$ cat src/rtl/updn_cnt_pkg.sv
package updn_cnt_pkg;

  // Direction encoding seen on the down input.
  typedef enum logic {
    DIR_UP   = 1'b0,
    DIR_DOWN = 1'b1
  } cnt_dir_e;

  // What the next rising edge does to the stored count.
  typedef enum logic [1:0] {
    ACT_HOLD = 2'd0,
    ACT_LOAD = 2'd1,
    ACT_INC  = 2'd2,
    ACT_DEC  = 2'd3
  } cnt_act_e;

endpackage

$ cat src/rtl/updn_cnt_next.sv
module updn_cnt_next
  import updn_cnt_pkg::*;
#(
  parameter int WIDTH      = 4,
  parameter bit RELOAD_EN  = 1'b0,
  parameter int RELOAD_VAL = 6
) (
  input  logic [WIDTH-1:0] cur,
  input  logic             down,
  input  logic             en_n,
  input  logic             ld_n,
  input  logic [WIDTH-1:0] preset,
  output logic [WIDTH-1:0] nxt,
  output cnt_act_e         act,
  output logic             reload_hit
);

  localparam logic [WIDTH-1:0] TOP_Q = {WIDTH{1'b1}};

  // Arithmetic kept in functions so it reads as a plain step rule.
  function automatic logic [WIDTH-1:0] step_up(input logic [WIDTH-1:0] v);
    return v + {{(WIDTH-1){1'b0}}, 1'b1};
  endfunction

  function automatic logic [WIDTH-1:0] step_dn(input logic [WIDTH-1:0] v);
    return v - {{(WIDTH-1){1'b0}}, 1'b1};
  endfunction

  logic [WIDTH-1:0] wrap_q;

  // Priority: preset, then enable, then direction.
  always_comb begin
    if (!ld_n)                act = ACT_LOAD;
    else if (en_n)            act = ACT_HOLD;
    else if (down == DIR_DOWN) act = ACT_DEC;
    else                      act = ACT_INC;
  end

  generate
    if (RELOAD_EN) begin : g_reload
      localparam logic [WIDTH-1:0] BASE_Q = WIDTH'(RELOAD_VAL);
      assign reload_hit = (act == ACT_INC) && (cur == TOP_Q);
      assign wrap_q     = BASE_Q;
    end else begin : g_plain
      assign reload_hit = 1'b0;
      assign wrap_q     = '0;
    end
  endgenerate

  always_comb begin
    unique case (act)
      ACT_LOAD: nxt = preset;
      ACT_INC:  nxt = reload_hit ? wrap_q : step_up(cur);
      ACT_DEC:  nxt = step_dn(cur);
      default:  nxt = cur;
    endcase
  end

endmodule

$ cat src/rtl/updn_cnt_reg.sv
module updn_cnt_reg #(
  parameter int WIDTH = 4
) (
  input  logic             clk,
  input  logic             rst_n,
  input  logic [WIDTH-1:0] nxt,
  input  logic             ld_n,
  input  logic [WIDTH-1:0] preset,
  output logic [WIDTH-1:0] q_reg,
  output logic [WIDTH-1:0] q_out
);

  always_ff @(posedge clk or negedge rst_n) begin
    if (!rst_n) q_reg <= '0;
    else        q_reg <= nxt;
  end

  // Preset reaches the outputs without waiting for an edge.
  assign q_out = ld_n ? q_reg : preset;

  // Becomes 1 one edge after reset leaves, so $past below is meaningful.
  logic live;
  always_ff @(posedge clk or negedge rst_n) begin
    if (!rst_n) live <= 1'b0;
    else        live <= 1'b1;
  end


  load_store_chk: assert property (@(posedge clk) disable iff (!rst_n)
    (live && !$past(ld_n)) |-> (q_reg == $past(preset)));


  load_pass_chk: assert property (@(posedge clk) disable iff (!rst_n)
    !ld_n |-> (q_out == preset));

endmodule

$ cat src/rtl/updn_cnt_flags.sv
module updn_cnt_flags
  import updn_cnt_pkg::*;
#(
  parameter int WIDTH = 4
) (
  input  logic             clk,
  input  logic             rst_n,
  input  logic [WIDTH-1:0] q,
  input  logic             down,
  input  logic             en_n,
  output logic             term,
  output logic             ripple_n
);

  localparam logic [WIDTH-1:0] TOP_Q = {WIDTH{1'b1}};

  logic at_top, at_floor, pulse_ok;

  assign at_top   = (q == TOP_Q);
  assign at_floor = (q == '0);
  assign term     = (down == DIR_DOWN) ? at_floor : at_top;

  // Cascade pulse: only while enabled and in the low clock phase.
  assign pulse_ok = term && !en_n && !clk;
  assign ripple_n = !pulse_ok;


  term_bound_chk: assert property (@(posedge clk) disable iff (!rst_n)
    term |-> (at_top || at_floor));


  ripple_high_phase_chk: assert property (@(negedge clk) disable iff (!rst_n)
    ripple_n);


  ripple_idle_chk: assert property (@(negedge clk) disable iff (!rst_n)
    (en_n || !term) |-> ripple_n);

endmodule

$ cat src/rtl/updn_cnt_top.sv
module updn_cnt_top
  import updn_cnt_pkg::*;
#(
  parameter int WIDTH      = 4,
  parameter bit RELOAD_EN  = 1'b0,
  parameter int RELOAD_VAL = 6
) (
  input  logic             clk,
  input  logic             rst_n,
  input  logic             en_n,
  input  logic             down,
  input  logic             ld_n,
  input  logic [WIDTH-1:0] preset,
  output logic [WIDTH-1:0] q,
  output logic             term,
  output logic             ripple_n
);

  logic [WIDTH-1:0] q_reg;
  logic [WIDTH-1:0] nxt;
  logic             reload_hit;
  cnt_act_e         act;

  updn_cnt_next #(
    .WIDTH      (WIDTH),
    .RELOAD_EN  (RELOAD_EN),
    .RELOAD_VAL (RELOAD_VAL)
  ) u_next (
    .cur        (q_reg),
    .down       (down),
    .en_n       (en_n),
    .ld_n       (ld_n),
    .preset     (preset),
    .nxt        (nxt),
    .act        (act),
    .reload_hit (reload_hit)
  );

  updn_cnt_reg #(
    .WIDTH (WIDTH)
  ) u_reg (
    .clk    (clk),
    .rst_n  (rst_n),
    .nxt    (nxt),
    .ld_n   (ld_n),
    .preset (preset),
    .q_reg  (q_reg),
    .q_out  (q)
  );

  updn_cnt_flags #(
    .WIDTH (WIDTH)
  ) u_flags (
    .clk      (clk),
    .rst_n    (rst_n),
    .q        (q),
    .down     (down),
    .en_n     (en_n),
    .term     (term),
    .ripple_n (ripple_n)
  );

  logic live;
  always_ff @(posedge clk or negedge rst_n) begin
    if (!rst_n) live <= 1'b0;
    else        live <= 1'b1;
  end


  up_step_chk: assert property (@(posedge clk) disable iff (!rst_n)
    (live && $past(ld_n) && !$past(en_n) && !$past(down) && !$past(reload_hit))
      |-> (q_reg == $past(q_reg) + 1'b1));


  down_step_chk: assert property (@(posedge clk) disable iff (!rst_n)
    (live && $past(ld_n) && !$past(en_n) && $past(down))
      |-> (q_reg == $past(q_reg) - 1'b1));


  hold_chk: assert property (@(posedge clk) disable iff (!rst_n)
    (live && $past(ld_n) && $past(en_n)) |-> $stable(q_reg));

  generate
    if (RELOAD_EN) begin : g_reload_chk
      localparam logic [WIDTH-1:0] BASE_Q = WIDTH'(RELOAD_VAL);

      reload_base_chk: assert property (@(posedge clk) disable iff (!rst_n)
        (live && $past(reload_hit)) |-> (q_reg == BASE_Q));
    end
  endgenerate

endmodule

$ cat config.mk
export PLATFORM = sky130hd
export DESIGN_NAME = updn_cnt_top
export DESIGN_NICKNAME = d
export VERILOG_FILES = /design/src/rtl/updn_cnt_pkg.sv /design/src/rtl/updn_cnt_next.sv /design/src/rtl/updn_cnt_reg.sv /design/src/rtl/updn_cnt_flags.sv /design/src/rtl/updn_cnt_top.sv
export SDC_FILE = /design/constraint.sdc
export NUM_CORES = 1
export LEC_CHECK = 0
export BUFFER_PORTS_ARGS = -buffer_cell sky130_fd_sc_hd__buf_2
export CAP_MARGIN = 10
export CORE_AREA = 2 2 39 41
export DETAILED_ROUTE_END_ITERATION = 12
export DIE_AREA = 0 0 41 43
export GPL_TIMING_DRIVEN = 1
export SLEW_MARGIN = 20
export SYNTH_ARGS = -nofsm -noshare
export SYNTH_HDL_FRONTEND = slang
export SYNTH_SLANG_ARGS = --single-unit
export TNS_END_PERCENT = 30
$ cat constraint.sdc
create_clock -name clk -period 3.5 [get_ports clk]
set_clock_uncertainty 0.2 [all_clocks]
set_input_delay 0.175 -clock clk [delete_from_list [all_inputs] [get_ports clk]]
set_output_delay 0.175 -clock clk [all_outputs]
set_load 0.05 [all_outputs]
---- Yosys cells after proc, flatten, opt, wreduce, memory -nomap -nowiden ----
Cells that the tools add are included.
storage, ports and cells
  bits in registers ....................... 4
  latch bits .............................. 0
  memory bits (writable) .................. 0
  ROM bits ................................ 0
  input bits .............................. 9
  output and inout port bits .............. 6
  logic and storage cells ................. 20
  memories ................................ 0
operators by class
  add/sub/neg operators ................... 2
  multiply operators ...................... 0
  div/mod/pow operators ................... 0
  order comparisons ....................... 0
  eq/ne operators ......................... 4
  shift operators ......................... 0
  mux-type cells .......................... 6
  bitwise gates (word level) .............. 0
  reduce and logical (&&, ||, !) cells .... 7
operators by type and width
  cell                 count
  $pmux 4 s3           1
  $add 4x1->4 const B  1
  $eq 2x2->1 const B   2
  $eq 4x4->1 const B   1
  $logic_not 4->1      1
  $mux 2               2
  $mux 4               1
  $sub 4x1->4 const B  1
  $logic_not 1->1      3
  $reduce_bool 3->1    1
  $eq 2x1->1 const B   1
  $logic_and 1x1->1    2
  $mux 1               2

---- Longest topological paths before layout ----
Gate-level depths: netlist of run 1.
  depth after elaboration ................. 6
  mapped depth ............................ 8
  depth with buffers taken out ............ 7

---- By module ----
From an unflattened synthesis of run 1, not the netlist that was laid out.
unflattened totals
  cells, all modules ...................... 45
  area total of the unflattened synthesis .. 441.7 µm²
by module, submodules not included
  module          instances  cells an instance  area an instance (µm²)  sequential area each (µm²)
  updn_cnt_next   1          31                 245.2                   0.0
  updn_cnt_reg    1          8                  145.1                   100.1
  updn_cnt_flags  1          6                  51.3                    0.0

==> impl_metrics.tcl, run 1 <==
set metrics [dict create \
    synth_top_family_by_area "simple AND/OR/NAND/NOR gates" \
    crit_end "ripple_n" \
    syn_inst 37 \
    place_inst 66 \
    rsz0062_at_grt "no" \
    r2r_end "u_reg.q_reg[2]" \
    total_power_mw 0.291 \
    worstPathRequired_ns 3.12 \
    die_w_um 41 \
    synth_compound_area_share_pct 8.68 \
    p_per_area_nw_per_um2 544 \
    syn_to_final_growth_pct 48.3 \
    worstPathArrival_ns 2.36 \
    grt_max_degree 11 \
    grt_pass1_wl_um 1530 \
    yosys.area_share.simple_pct 24.0 \
    drive_above_1_share_pct 44.3 \
    pin_count 15 \
    startpoint "clk" \
    syn_avg_cell_area_sq_um 9.74 \
    drv_slew 0 \
    worstMarginPinSlew_ns 0.253 \
    final_common_cell "buf_2" \
    setup_viol 0 \
    worstRegToRegCells 7 \
    synth_adder_area_share_pct 3.47 \
    multi_input_area_sq_um 249 \
    critical_path_class "clk -> out" \
    maxSlewHeadroom_pct 83.3 \
    nets 73 \
    ant_nets 0 \
    first_iter_violations 4 \
    tritoncts "built" \
    r2r_start "u_reg.q_reg[1]" \
    status "complete, no violations" \
    hold_class "in -> reg" \
    regArea_sq_um 100 \
    end_kind "output port" \
    final_cell_mix "buf_2 (14), clkbuf_4 (6), dlygate4sd3_1 (5)" \
    largest_reg_flops 4 \
    drv_cap 0 \
    place_congestion 0.736 \
    dieArea_sq_um 1760 \
    reg2reg_slack_ns 1.14 \
    first_pass_iters 4 \
    tns_ns 0 \
    layout.filler_cells 152 \
    n_antenna_cell 0 \
    yosys.cell_types.count 22 \
    clkSlewWorstSetupHoldPaths_ns 0.03 \
    leakagePower_nw 0.239 \
    overflow 0 \
    post_dp_cell_area_sq_um 439 \
    vias 365 \
    start_util_pct 26.0 \
    rows 14 \
    post-cts-setup-buffers 0 \
    postCtsResizedCells 0 \
    fin_cells 77 \
    stdcell_area_sq_um 534 \
    finalHoldViolCount 0 \
    grt_pass1_vias 394 \
    insertion_delay_ns 0.33 \
    path_max_fanout 2 \
    core_sq_um 1380 \
    grt_usage_pct 14.2 \
    yosys_warnings 0 \
    antenna_found_initial 0 \
    drc 0 \
    io_buffers 14 \
    die_h_um 43 \
    synth_xor_area_share_pct 12.2 \
    ys_seq_area_share_pct 27.8 \
    peakVddDrop_mv 0.235 \
    drt_wl_total_um 884 \
    wire_per_inst_um 11.5 \
    muxShareOfSynthArea_pct 20.8 \
    synth_nets 47 \
    startpoint_type "clock port" \
    synth-seq-cells 4 \
    vias_per_cell 4.74 \
    synth_area_sq_um 360 \
]
==> how the worst min path moves through the flow <==
stage,slack [ns],cells past startpoint,from,end
finish,0.05,3,preset[1],u_reg.q_reg[1]
detailed placement,-0.21,1,rst_n,u_reg.q_reg[3]
floorplan,-0.32,0,rst_n,u_reg.q_reg[0]
global placement,-0.21,1,rst_n,u_reg.q_reg[3]
global route,0.03,3,preset[1],u_reg.q_reg[1]
CTS,0.03,3,preset[1],u_reg.q_reg[1]
==> per-layer routing <==
metal	track usage, %	part of all wire, %	wire length [um]	vias up
met5	0	0	0	-
met4	17.3	1.6	14	0
met3	9.42	4.2	37	3
met2	15.9	53	471	9
met1	14.9	41	361	169
li1	-	-	-	184
==> synth_stat cells <==
cell type | instances | area (sq um)
nor4_1 | 1 | 6.26
nor2_1 | 4 | 15.0
nand3b_1 | 1 | 7.51
o21ai_1 | 2 | 10.0
xnor2_1 | 4 | 35.0
mux2_2 | 4 | 45.0
buf_6 | 1 | 11.3
o211ai_1 | 1 | 7.51
or2_1 | 1 | 6.26
xor2_1 | 1 | 8.76
dfrtp_1 | 4 | 100
nand4_1 | 1 | 6.26
a21oi_1 | 1 | 5.00
nand2_1 | 1 | 3.75
or3b_1 | 1 | 8.76
nand3_1 | 1 | 5.00
mux2_4 | 2 | 30.0
nand2b_1 | 2 | 12.5
nand4b_1 | 1 | 8.76
ha_1 | 1 | 12.5
a21oi_2 | 1 | 8.76
and2_1 | 1 | 6.26
==> timing repair <==
action	in CTS	in global routing
endpoints found under the setup margin	0	0
hold endpoints to repair	6	0
hold buffers	5	0
==> report_power, final <==
part / internal [mW] / total (mW) / switching, mW
clock: 0.0780 / 0.110 / 0.0319
combinational: 0.0489 / 0.113 / 0.0641
sequential: 0.0563 / 0.0678 / 0.0115
total: 0.183 / 0.291 / 0.107
==> kinds of logic (layout without fill, tap and decap cells) <==
group	count (synthesis)	count (layout)
simple gates	15	15
xor+xnor	5	5
compound gates	5	5
flops	4	4
buf+inv	1	25
fa+ha+maj	1	1
mux	6	6
==> metrics by stage <==
stage | hold WS (ns) | setup slack (ns) | util, %
global placement | -0.212 | 1.06 | 31.7
detailed placement | -0.211 | 1.06 | 31.7
global route | 0.0337 | 0.705 | 38.6
CTS | 0.0297 | 0.737 | 38.6
finish | 0.0479 | 0.762 | 38.6
floorplan | -0.321 | 0.989 | -
==> critical path: stages <==
cell and delay (ns):
clkbuf_4 0.11, clkbuf_4 0.12, nor2_1 0.10, o21ai_1 0.07, buf_2 0.21
==> layout make-up <==
type                    count  share of cell area, %
clock buffers               7                   9.37
multi-input cells          32                   46.6
flip-flops and latches      4                   18.7
well taps                  16                   3.75
repair buffers             18                   21.5
Power figures use the tool's default switching activity.
==> run 2, diff against run 1 <==
Clock period 3.5 ns to 2.7 ns, I/O delays scaled along.
==> impl_metrics.tcl, run 2 (synthesized netlist as in run 1, its figures left out) <==
set metrics [dict create \
    grt_max_degree 11 \
    stdcell_area_sq_um 564 \
    worstMarginPinSlew_ns 0.250 \
    pwr-share-comb_pct 40.1 \
    total_power_mw 0.379 \
    n_antenna_cell 0 \
    final_common_cell "buf_2" \
    drv_slew 0 \
    syn_to_final_growth_pct 56.6 \
    largest_reg_flops 4 \
    tritoncts "built" \
    grt_pass1_wl_um 1730 \
    fin_cells 80 \
    antenna_found_initial 0 \
    status "complete, no violations" \
    p_int_mw 0.240 \
    crit_family "buffers and inverters" \
    period_share_pct 87.8 \
    p_seq_share_pct 23.1 \
    vias 367 \
    wire_per_inst_um 12.2 \
    first_pass_iters 3 \
    final_cell_mix "buf_2 (14), dlygate4sd3_1 (8), clkbuf_4 (6)" \
    worstPathRequired_ns 2.71 \
    finalHoldViolCount 0 \
    vias_per_cell 4.59 \
    startpoint_type "flop" \
    insertion_delay_ns 0.34 \
    core_sq_um 1380 \
    place_inst 66 \
    die_w_um 41 \
    cp_slowest_cell "dlygate4sd3_1" \
    drc 0 \
    path_buf_inv 1 \
    ant_nets 0 \
    grt_pass1_vias 417 \
    nets 76 \
    hold_class "in -> reg" \
    drt_wl_total_um 972 \
    post_dp_cell_area_sq_um 439 \
    dieArea_sq_um 1760 \
    cp_num_cells 7 \
    post-cts-setup-buffers 0 \
    final_util_pct 40.8 \
    power.net_switching_mw 0.139 \
    grt_usage_pct 15.6 \
    final.min_clock_period_ns 2.37 \
    critical_path.most_common_cell "xnor2_1" \
    rows 14 \
    hold_depth 2 \
    p_clk_share_pct 36.8 \
    path_max_fanout 5 \
    pin_count 15 \
    clkSlewWorstSetupHoldPaths_ns 0.04 \
    path_cells "xnor2_1, ha_1, or3b_1, a21oi_2, xnor2_1, a21oi_1, dlygate4sd3_1" \
    overflow 0 \
    rsz0062_at_grt "no" \
    max_freq_mhz 422 \
    end_kind "flop" \
    start_util_pct 26.0 \
    place_congestion 0.800 \
    maxSlewHeadroom_pct 83.2 \
    peakVddDrop_mv 0.321 \
    first_iter_violations 11 \
    setup_viol 0 \
    p_per_area_nw_per_um2 672 \
    worstRegToRegCells 7 \
    max_stage_delay_ns 0.57 \
    leakagePower_nw 0.253 \
    tns_ns 0 \
    io_buffers 14 \
    drive_above_1_share_pct 42.2 \
    p_sw_share_pct 36.8 \
    die_h_um 43 \
    drv_cap 0 \
    worstPathArrival_ns 2.38 \
    critical_path_class "reg -> reg" \
]
-- run 2: cell count changes in the layout (fill, tap and decap cells not counted) --
cell / change
dlygate4sd3_1: +3
-- run 2: final timing paths --
path                                      from        endpoint  slack, ns
worst min register to register  u_reg.q_reg[3]  u_reg.q_reg[3]       0.48
max in group asynchronous                rst_n  u_reg.q_reg[3]       1.64
worst min-delay path                      ld_n  u_reg.q_reg[0]       0.04
min in group asynchronous                rst_n  u_reg.q_reg[2]       0.49
worst max register to register  u_reg.q_reg[1]  u_reg.q_reg[2]       0.33
worst max-delay path            u_reg.q_reg[1]  u_reg.q_reg[2]       0.33
-- run 2: area by class of cell --
class,count,area (sq um)
clock buffers,7,50.0
fillers,135,820
multi-input cells,32,249
flip-flops and latches,4,100
well taps,16,20.0
repair buffers,21,145
-- run 2: worst reg2reg max path, stage by stage (launching register included) --
cell and delay [ns]:
dfrtp_1 0.41, xnor2_1 0.15, ha_1 0.19, or3b_1 0.36, a21oi_2 0.15, xnor2_1 0.13, a21oi_1 0.09, dlygate4sd3_1 0.57
-- run 2: what timing repair did --
action	4_1_cts	5_1_grt
resized for setup	0	0
hold endpoints to repair	8	0
hold buffers	8	0
-- run 2: power groups by stage --
stage	logic [mW]	registers [mW]	clock network, mW
after floorplan	0.111	0.0851	0.00671
after global placement	0.138	0.0876	0.00730
after detailed placement	0.138	0.0884	0.00730
after CTS	0.150	0.0875	0.145
after global routing	0.164	0.0910	0.157
final	0.152	0.0876	0.140
-- run 2: routing by layer --
| layer | wire length [um] | GRT usage [%] |
|---|---|---|
| met4 | 14 | 15.3 |
| met2 | 517 | 19.7 |
| met5 | 0 | 0 |
| met1 | 414 | 17.7 |
| met3 | 25 | 7.33 |
-- run 2: through the flow --
step / setup WS (ns) / hold WS (ns)
global placement: 0.698 / -0.253
finish: 0.331 / 0.0416
global route: 0.209 / 0.0473
floorplan: 0.629 / -0.361
detailed placement: 0.698 / -0.255
CTS: 0.347 / 0.0272
